===== config.mk =====
export PLATFORM = sky130hd
export DESIGN_NAME = byte_adc_reader
export DESIGN_NICKNAME = d
export VERILOG_FILES = /design/src/rtl/byte_adc_pkg.sv /design/src/rtl/step_timer.sv /design/src/rtl/word_pack.sv /design/src/rtl/warmup_gate.sv /design/src/rtl/ctl_fsm.sv /design/src/rtl/byte_adc_reader.sv
export SDC_FILE = /design/constraint.sdc
export NUM_CORES = 1
export LEC_CHECK = 0
export BUFFER_PORTS_ARGS = -buffer_cell sky130_fd_sc_hd__buf_2
export CORE_ASPECT_RATIO = 0.5
export CORE_MARGIN = 2
export CORE_UTILIZATION = 35
export DETAILED_ROUTE_END_ITERATION = 10
export PLACE_DENSITY = 0.65
export SLEW_MARGIN = 5
export SYNTH_ARGS = -nofsm -noshare
export SYNTH_HDL_FRONTEND = slang
export SYNTH_SLANG_ARGS = --single-unit

===== constraint.sdc =====
create_clock -name clk -period 2.35 [get_ports clk]
set_clock_uncertainty 0.15 [all_clocks]
set_input_delay 0.1175 -clock clk [delete_from_list [all_inputs] [get_ports clk]]
set_output_delay 0.1175 -clock clk [all_outputs]
set_load 0.05 [all_outputs]

===== src/rtl/byte_adc_pkg.sv =====
package byte_adc_pkg;

    typedef enum logic [3:0] {
        ST_IDLE,
        ST_SEL,
        ST_PULSE,
        ST_WAIT_HI,
        ST_WAIT_LO,
        ST_RD_HI,
        ST_RD_GAP,
        ST_RD_LO,
        ST_DONE
    } rd_state_e;

    typedef struct packed {
        logic start_n;
        logic dev_sel_n;
        logic oe_n;
        logic half_sel;
    } pin_set_t;

    typedef struct packed {
        logic [7:0] hi;
        logic [7:0] lo;
    } word_t;

    localparam pin_set_t PINS_IDLE = '{start_n: 1'b1, dev_sel_n: 1'b1, oe_n: 1'b1, half_sel: 1'b0};

    function automatic pin_set_t pins_for(rd_state_e s);
        pin_set_t p;
        p = PINS_IDLE;
        case (s)
            ST_IDLE:    p = PINS_IDLE;
            ST_SEL:     p.dev_sel_n = 1'b0;
            ST_PULSE: begin
                p.dev_sel_n = 1'b0;
                p.start_n   = 1'b0;
            end
            ST_WAIT_HI,
            ST_WAIT_LO: p.dev_sel_n = 1'b0;
            ST_RD_HI: begin
                p.dev_sel_n = 1'b0;
                p.oe_n      = 1'b0;
            end
            ST_RD_GAP: begin
                p.dev_sel_n = 1'b0;
                p.half_sel  = 1'b1;
            end
            ST_RD_LO: begin
                p.dev_sel_n = 1'b0;
                p.oe_n      = 1'b0;
                p.half_sel  = 1'b1;
            end
            ST_DONE:    p.dev_sel_n = 1'b0;
            default:    p = PINS_IDLE;
        endcase
        return p;
    endfunction

    function automatic logic [15:0] join_bytes(word_t w);
        return {w.hi, w.lo};
    endfunction

endpackage


===== src/rtl/step_timer.sv =====
module step_timer #(
    parameter int W = 4
) (
    input  logic         clk,
    input  logic         rst,
    input  logic         clr,
    input  logic [W-1:0] limit,
    output logic         done
);
    logic [W-1:0] cnt;

    assign done = (cnt == limit);

    always_ff @(posedge clk) begin
        if (rst || clr) begin
            cnt <= '0;
        end else if (!done) begin
            cnt <= cnt + W'(1);
        end
    end
endmodule


===== src/rtl/word_pack.sv =====
module word_pack
    import byte_adc_pkg::*;
(
    input  logic        clk,
    input  logic        rst,
    input  logic        cap_hi,
    input  logic        cap_lo,
    input  logic [7:0]  dq,
    output logic [15:0] word
);
    word_t held;

    always_ff @(posedge clk) begin
        if (rst) begin
            held <= '0;
        end else begin
            if (cap_hi) held.hi <= dq;
            if (cap_lo) held.lo <= dq;
        end
    end

    assign word = join_bytes(held);
endmodule


===== src/rtl/warmup_gate.sv =====
module warmup_gate #(
    parameter int DISCARD = 3
) (
    input  logic        clk,
    input  logic        rst,
    input  logic        fin,
    input  logic [15:0] word,
    output logic        valid,
    output logic [15:0] data
);
    localparam int DW = $clog2(DISCARD + 2);

    logic [DW-1:0] seen;
    logic          warm;

    assign warm = (seen == DW'(DISCARD));

    always_ff @(posedge clk) begin
        if (rst) begin
            seen  <= '0;
            valid <= 1'b0;
            data  <= '0;
        end else begin
            valid <= fin && warm;
            if (fin && !warm) seen <= seen + DW'(1);
            if (fin && warm)  data <= word;
        end
    end
endmodule


===== src/rtl/ctl_fsm.sv =====
module ctl_fsm
    import byte_adc_pkg::*;
#(
    parameter int HOLD_RD = 0,
    parameter int SETTLE  = 4,
    parameter int CONV_W  = 3,
    parameter int TW      = 3
) (
    input  logic          clk,
    input  logic          rst,
    input  logic          ready,
    input  logic          conv_active,
    input  logic          t_done,
    input  logic          to_done,
    output pin_set_t      pins,
    output logic          t_clr,
    output logic [TW-1:0] t_limit,
    output logic          to_clr,
    output logic          cap_hi,
    output logic          cap_lo,
    output logic          fin,
    output logic          tmo_err
);
    rd_state_e state_q, state_d;
    logic      err_d;

    always_comb begin
        state_d = state_q;
        err_d   = 1'b0;
        cap_hi  = 1'b0;
        cap_lo  = 1'b0;
        fin     = 1'b0;
        case (state_q)
            ST_IDLE:    if (ready && !conv_active) state_d = ST_SEL;
            ST_SEL:     state_d = ST_PULSE;
            ST_PULSE:   if (t_done) state_d = ST_WAIT_HI;
            ST_WAIT_HI: begin
                if (conv_active) begin
                    state_d = ST_WAIT_LO;
                end else if (to_done) begin
                    state_d = ST_IDLE;
                    err_d   = 1'b1;
                end
            end
            ST_WAIT_LO: begin
                if (!conv_active) begin
                    state_d = ST_RD_HI;
                end else if (to_done) begin
                    state_d = ST_IDLE;
                    err_d   = 1'b1;
                end
            end
            ST_RD_HI: begin
                if (t_done) begin
                    cap_hi  = 1'b1;
                    state_d = (HOLD_RD != 0) ? ST_RD_LO : ST_RD_GAP;
                end
            end
            ST_RD_GAP:  state_d = ST_RD_LO;
            ST_RD_LO: begin
                if (t_done) begin
                    cap_lo  = 1'b1;
                    state_d = ST_DONE;
                end
            end
            ST_DONE: begin
                fin     = 1'b1;
                state_d = ST_IDLE;
            end
            default:    state_d = ST_IDLE;
        endcase
    end

    assign t_clr   = (state_d != state_q);
    assign t_limit = (state_q == ST_PULSE) ? TW'(CONV_W - 1) : TW'(SETTLE - 1);
    assign to_clr  = !((state_q == ST_WAIT_HI) || (state_q == ST_WAIT_LO));

    always_ff @(posedge clk) begin
        if (rst) begin
            state_q <= ST_IDLE;
            pins    <= PINS_IDLE;
            tmo_err <= 1'b0;
        end else begin
            state_q <= state_d;
            pins    <= pins_for(state_d);
            tmo_err <= err_d;
        end
    end
endmodule


===== src/rtl/byte_adc_reader.sv =====
module byte_adc_reader
    import byte_adc_pkg::*;
#(
    parameter int HOLD_RD = 0,
    parameter int SETTLE  = 4,
    parameter int CONV_W  = 3,
    parameter int TIMEOUT = 1000,
    parameter int DISCARD = 3
) (
    input  logic        clk,
    input  logic        rst,
    input  logic        ready,
    input  logic        conv_active,
    input  logic [7:0]  dq_hi,
    output logic        start_n,
    output logic        dev_sel_n,
    output logic        oe_n,
    output logic        half_sel,
    output logic        smp_valid,
    output logic [15:0] smp_data,
    output logic        tmo_err
);
    localparam int TMAX = (SETTLE > CONV_W) ? SETTLE : CONV_W;
    localparam int TW   = $clog2(TMAX + 1);
    localparam int TOW  = $clog2(TIMEOUT + 1);

    pin_set_t      pins;
    logic          t_clr, t_done, to_clr, to_done;
    logic [TW-1:0] t_limit;
    logic          cap_hi, cap_lo, fin;
    logic [15:0]   word;

    ctl_fsm #(
        .HOLD_RD (HOLD_RD),
        .SETTLE  (SETTLE),
        .CONV_W  (CONV_W),
        .TW      (TW)
    ) u_fsm (
        .clk         (clk),
        .rst         (rst),
        .ready       (ready),
        .conv_active (conv_active),
        .t_done      (t_done),
        .to_done     (to_done),
        .pins        (pins),
        .t_clr       (t_clr),
        .t_limit     (t_limit),
        .to_clr      (to_clr),
        .cap_hi      (cap_hi),
        .cap_lo      (cap_lo),
        .fin         (fin),
        .tmo_err     (tmo_err)
    );

    step_timer #(.W(TW)) u_step (
        .clk   (clk),
        .rst   (rst),
        .clr   (t_clr),
        .limit (t_limit),
        .done  (t_done)
    );

    step_timer #(.W(TOW)) u_tmo (
        .clk   (clk),
        .rst   (rst),
        .clr   (to_clr),
        .limit (TOW'(TIMEOUT - 1)),
        .done  (to_done)
    );

    word_pack u_pack (
        .clk    (clk),
        .rst    (rst),
        .cap_hi (cap_hi),
        .cap_lo (cap_lo),
        .dq     (dq_hi),
        .word   (word)
    );

    warmup_gate #(.DISCARD(DISCARD)) u_gate (
        .clk   (clk),
        .rst   (rst),
        .fin   (fin),
        .word  (word),
        .valid (smp_valid),
        .data  (smp_data)
    );

    assign start_n   = pins.start_n;
    assign dev_sel_n = pins.dev_sel_n;
    assign oe_n      = pins.oe_n;
    assign half_sel  = pins.half_sel;
endmodule


### Word level (Yosys, flattened, before mapping)

Cells that the tools add are included.
W data, S select, Z words.

* input bits: 12
* register bits after elaboration: 58
* output and inout port bits: 22
* logic and storage cells: 70

* multiplexer cells: 21
* add/sub/neg operators: 3
* reductions and logical operators: 13
* equal/unequal tests: 20

Operator list (count)
* $eq A4 B3 Y1 const B: 8
* $pmux W4 S8: 1
* $mux W4: 7
* $eq A4 B2 Y1 const B: 4
* $mux W1: 12
* $add A10 B1 Y10 const B: 1
* $eq A10 B10 Y1 const B: 1
* $eq A4 B1 Y1 const B: 2
* $eq A4 B4 Y1 const B: 2
* $reduce_or A8 Y1: 1
* $add A3 B1 Y3 const B: 2
* $logic_not A4 Y1: 1
* $ne A4 B4 Y1: 1
* $reduce_or A2 Y1: 2
* $eq A3 B2 Y1: 1
* $eq A3 B2 Y1 const B: 1
* $logic_and A1 B1 Y1: 3
* $logic_not A1 Y1: 3
* $logic_or A1 B1 Y1: 3
* $pmux W1 S2: 1

### Logic depth before layout (Yosys ltp)

* word-level depth: 8
* mapped depth: 7
* mapped depth without buffers: 6

### Modules after synthesis

Synthesis repeated with hierarchy kept, for this count alone.

* cells, all modules: 310
* area total of the unflattened synthesis: 2872.8 µm²

Modules (own cells, without submodules)
* warmup_gate: sequential area each 400.4 µm², cells an instance 92, area an instance 879.6 µm², times used 1
* ctl_fsm: sequential area each 180.2 µm², cells an instance 75, area an instance 609.3 µm², times used 1
* word_pack: sequential area each 320.3 µm², cells an instance 52, area an instance 579.3 µm², times used 1
* step_timer at u_tmo: sequential area each 200.2 µm², cells an instance 67, area an instance 568.0 µm², times used 1
* step_timer at u_step: sequential area each 60.1 µm², cells an instance 22, area an instance 229.0 µm², times used 1
* byte_adc_reader: sequential area each 0.0 µm², cells an instance 2, area an instance 7.5 µm², times used 1

### Worst setup path before layout

Ideal clock, no wire load.

* path kind: register to register
* start: register u_tmo.cnt[0]
* end: register, netlist name u_fsm.pins[2]
* clock period less this slack: 1.920 ns
* library setup time: 0.060 ns
* stages on the path, launching flop included: 7
* data arrival time: 1.709 ns
* setup slack: 0.430 ns
* cells stage by stage: dfxtp_1 ha_1 nand2_2 nor4_4 nor2_2 nor4_4 a41o_1

* cells in the longest elaborated chain, start to end: 7
* elaborated cells on any way between the ends: 15
* classes of those cells: eq/ne (9); mux (5); reduce/logical (1)

Ends and longest elaborated chain
* start: declaration: RTL line step_timer.sv:10 `logic [W-1:0] cnt;`
* start signal: assignment: RTL line step_timer.sv:18 `cnt <= cnt + W'(1);`
* $eq A10 B10 Y1 (*): RTL line step_timer.sv:12 `assign done = (cnt == limit);`
* $mux W4 (*): RTL line ctl_fsm.sv:40, ctl_fsm.sv:48
* $mux W4 (on tied branches): RTL line ctl_fsm.sv:46, ctl_fsm.sv:38
* $pmux W4 S8 (*): RTL line ctl_fsm.sv:33 `case (state_q)`
* $eq A4 B1 Y1, or another cell as far along: RTL line byte_adc_pkg.sv:32 `case (s)`
* $reduce_or A8 Y1 (no source line) (*)
* $mux W1 (*): RTL line byte_adc_pkg.sv:32

Every way passes the cells marked *; elsewhere a longest branch is shown, timed or not.
A chain may end at the register's enable or synchronous reset.

### Final worst setup path

* start: register u_fsm.state_q[0]
* end: register u_step.cnt[2]

* cells in the longest elaborated chain, start to end: 7
* elaborated cells on any way between the ends: 20
* classes of those cells: eq/ne (9); mux (9); reduce/logical (2)

Ends and longest elaborated chain
* start: declaration: RTL line ctl_fsm.sv:24 `rd_state_e state_q, state_d;`
* start signal: assignment: RTL line ctl_fsm.sv:84 `state_q <= state_d;`
* $eq A4 B2 Y1: RTL line ctl_fsm.sv:33, ctl_fsm.sv:75
* $mux W1: RTL line ctl_fsm.sv:75 `assign t_limit = (state_q == ST_PULSE) ? TW'(CONV_W - 1) : TW'(SETTLE - 1);`
* $eq A3 B2 Y1: RTL line step_timer.sv:12
* $mux W4 (on tied branches): RTL line ctl_fsm.sv:61, ctl_fsm.sv:36, ctl_fsm.sv:54
* $pmux W4 S8: RTL line ctl_fsm.sv:33
* $ne A4 B4 Y1: RTL line ctl_fsm.sv:74 `assign t_clr = (state_d != state_q);`
* $logic_or A1 B1 Y1: RTL line step_timer.sv:15 `if (rst || clr) begin`
* end signal: assignment: RTL line step_timer.sv:18
* end: declaration: RTL line step_timer.sv:10

Parallel ways exist; a longest one is shown, timed or not.

==> results.json <==
{
  "status": "finished, final reports clean",
  "critPathRequiredTime_ns": 2.45,
  "via_per_inst": 4.887,
  "synth_most_common_cell": "dfxtp_1",
  "netlist.area_leader.share_pct": 47.57,
  "endpoint_kind": "register",
  "finalMaxSlewViolations": 0,
  "ys_seq_area_share_pct": 47.57,
  "yosys_warnings": 0,
  "fin_ws_ns": 0.1759,
  "synth-simple-area-share_pct": 28.45,
  "synthAdderAreaFrac_pct": 2.050,
  "initial_core_util_pct": 36.29,
  "tns_ns": 0,
  "crit_type": "reg -> reg",
  "grt_max_degree": 48,
  "whs_ns": 0.05794,
  "dp_cells": 392,
  "cts.sinks": 58,
  "fin_crit_sh_pct": 92.52,
  "grt_pass1_wl_mm": 8.694,
  "fin_cells": 416,
  "synth_top_family_by_area": "simple AND/OR/NAND/NOR gates",
  "dieWidth_um": 122.1,
  "synth_compound_area_share_pct": 9.687,
  "synth_area_leaders": "dfxtp_1 48%, nand2_1 8.3%, a21oi_1 5.9%, nor2_1 5.1%, mux2i_1 4.5%",
  "pin_count": 34,
  "min_to": "u_fsm.tmo_err",
  "netlist_instances": 277,
  "dpl_cell_area_mm2": 0.002678,
  "period_needed_ns": 2.174,
  "antenna_cells": 0,
  "grt_pass1_vias": 1906,
  "maxCapViolCount": 0,
  "track_usage_pct": 14.60,
  "synth_top_cells_by_count": "58 x dfxtp_1, 54 x nand2_1, 33 x nor2_1",
  "ctsRootBufferMaster": "clkbuf_16",
  "rows": 21,
  "r2r-end": "u_step.cnt[2]",
  "synth_ff_type": "dfxtp_1",
  "cp-start-kind": "register",
  "reg2regPathDepth": 5,
  "portBuffers": 33,
  "ant_nets": 0,
  "grt_antenna_before_repair": 0,
  "utilization_pct": 45.91,
  "nNetsFinal": 335,
  "synth_edf_count": 0,
  "hold_path.class": "in -> reg",
  "slew_headroom_pct": 45.12,
  "worstSetupStartpoint": "u_fsm.state_q[0]",
  "clk_pin_slew_ns": 0.05,
  "hold_buffers": 8,
  "finalHoldViolCount": 0,
  "finalSetupViolCount": 0,
  "cts_buffers": 9,
  "area_delta_synth_final_pct": 26.50,
  "max_freq_ghz": 0.4600,
  "netlist_area_mm2": 0.002441,
  "place_congestion": 0.8822,
  "ir_drop_v": 0.0004183,
  "dr.pass1.iters": 4,
  "leakagePower_nw": 1.264,
  "clock_latency_ns": 0.33,
  "whs_path_depth": 5,
  "tightestPinTransition_ns": 0.8231,
  "num_vias": 2033,
  "synthXorXnorAreaFrac_pct": 3.947,
  "wl_per_cell_um": 12.33,
  "cts_max_level": 3,
  "core_mm2": 0.006726,
  "rsz0062_at_grt": "no",
  "drc_errors": 0,
  "dp_hpwl_mm": 3.417,
  "worst_ep_arrival_time_ns": 2.28,
  "grt-ovfl-total": 0,
  "synth_cell_types": 41,
  "routed_wl_mm": 5.130,
  "fp.dieArea_mm2": 0.007699,
  "dieHeight_um": 63.06,
  "p_per_area_mw_per_mm2": 829.5,
  "r2r_start": "u_fsm.state_q[0]",
  "synth_nets": 293,
  "synth_top_area_cell": "dfxtp_1",
  "post-place-ws_ns": 0.2594,
  "max-clock-path-buffers": 2,
  "syn_avg_cell_area_um2": 8.813,
  "cts_resized": 0,
  "cts_tree": "yes",
  "critPathMaxFanout": 12,
  "fin_area_mm2": 0.003088,
  "synthMuxAreaShare_pct": 4.511,
  "async_reset_ff_share_pct": 0,
  "hp-start": "conv_active",
  "post-cts-setup-buffers": 0,
  "finalPower_mw": 2.562,
  "ys_seq_elements": 58,
  "drive_gt1_share_pct": 19.14,
  "ff2ff_setup_slack_ns": 0.18,
  "drtIter0Drc": 128
}
routing by layer:
layer | global-route usage (%) | up-vias | wire length (um)
met2 | 23.88 | 46 | 2537
met5 | 0 | - | 0
met3 | 6.431 | 11 | 263
met1 | 16.77 | 947 | 2247
li1 | - | 1029 | -
met4 | 5.891 | 0 | 80
final cells by class:
| cell class | instances | area [um^2] |
|---|---|---|
| fillers | 652 | 3638 |
| multi-input cells | 200 | 1187 |
| flip-flops and latches | 58 | 1161 |
| repair buffers | 45 | 275.3 |
| clock buffers | 12 | 256.5 |
| well taps | 92 | 115.1 |
| clock inverters | 4 | 73.82 |
| inverters | 5 | 18.77 |
logic make-up (layout without fill, tap and decap cells):
group,Yosys count,count (layout)
XOR/XNOR,11,11
buffers and inverters,19,66
adder cells (fa/ha/maj),4,4
multiplexers,11,11
AO/OA/AOI/OAI,42,42
AND/OR/NAND/NOR,132,132
flip-flops,58,58
cells in the final DEF (no fill, tap or decap), drive strengths merged, types with 3 or more instances in the layout:
cell type and count:
xnor2 5, inv 5, clkbuf 12, nand4b 3, xor2 6, dlygate4sd3 8
nand2b 4, nand3 8, dfxtp 58, o21ai 3, nor2 34, ha 4
nor3 6, buf 37, mux2i 11, nand2 55, a21oi 29, nor4 5
worst max-delay path: stages, from the launching register on:
cell,delay [ns]
dfxtp_1,0.55
nand4b_1,0.23
and3_1,0.28
nor4_1,0.56
o221ai_1,0.18
a21oi_1,0.15
state kept, by name, indices dropped and copies added (netlist names):
| register | count |
|---|---|
| u_fsm.pins | 4 |
| u_fsm.state_q | 4 |
| u_fsm.tmo_err | 1 |
| u_gate.data | 16 |
| u_gate.seen | 3 |
| u_gate.valid | 1 |
| u_pack.word | 16 |
| u_step.cnt | 3 |
| u_tmo.cnt | 10 |
worst max-delay path by stage:
stage,end,slack [ns],cells past startpoint
global route,u_step.cnt[2],0.1,5
floorplan,u_fsm.pins[2],0.43,6
global placement,u_fsm.pins[2],0.34,5
finish,u_step.cnt[2],0.18,5
detailed placement,u_step.cnt[2],0.26,5
CTS,u_step.cnt[2],0.25,5
report_power, final:
group	leakage, nW	internal [mW]	switching (mW)
Combinational	0.633	0.0545	0.0796
Sequential	0.468	0.999	0.0187
Clock	0.163	0.983	0.426
Total	1.26	2.04	0.524
Power figures use the tool's default switching activity.
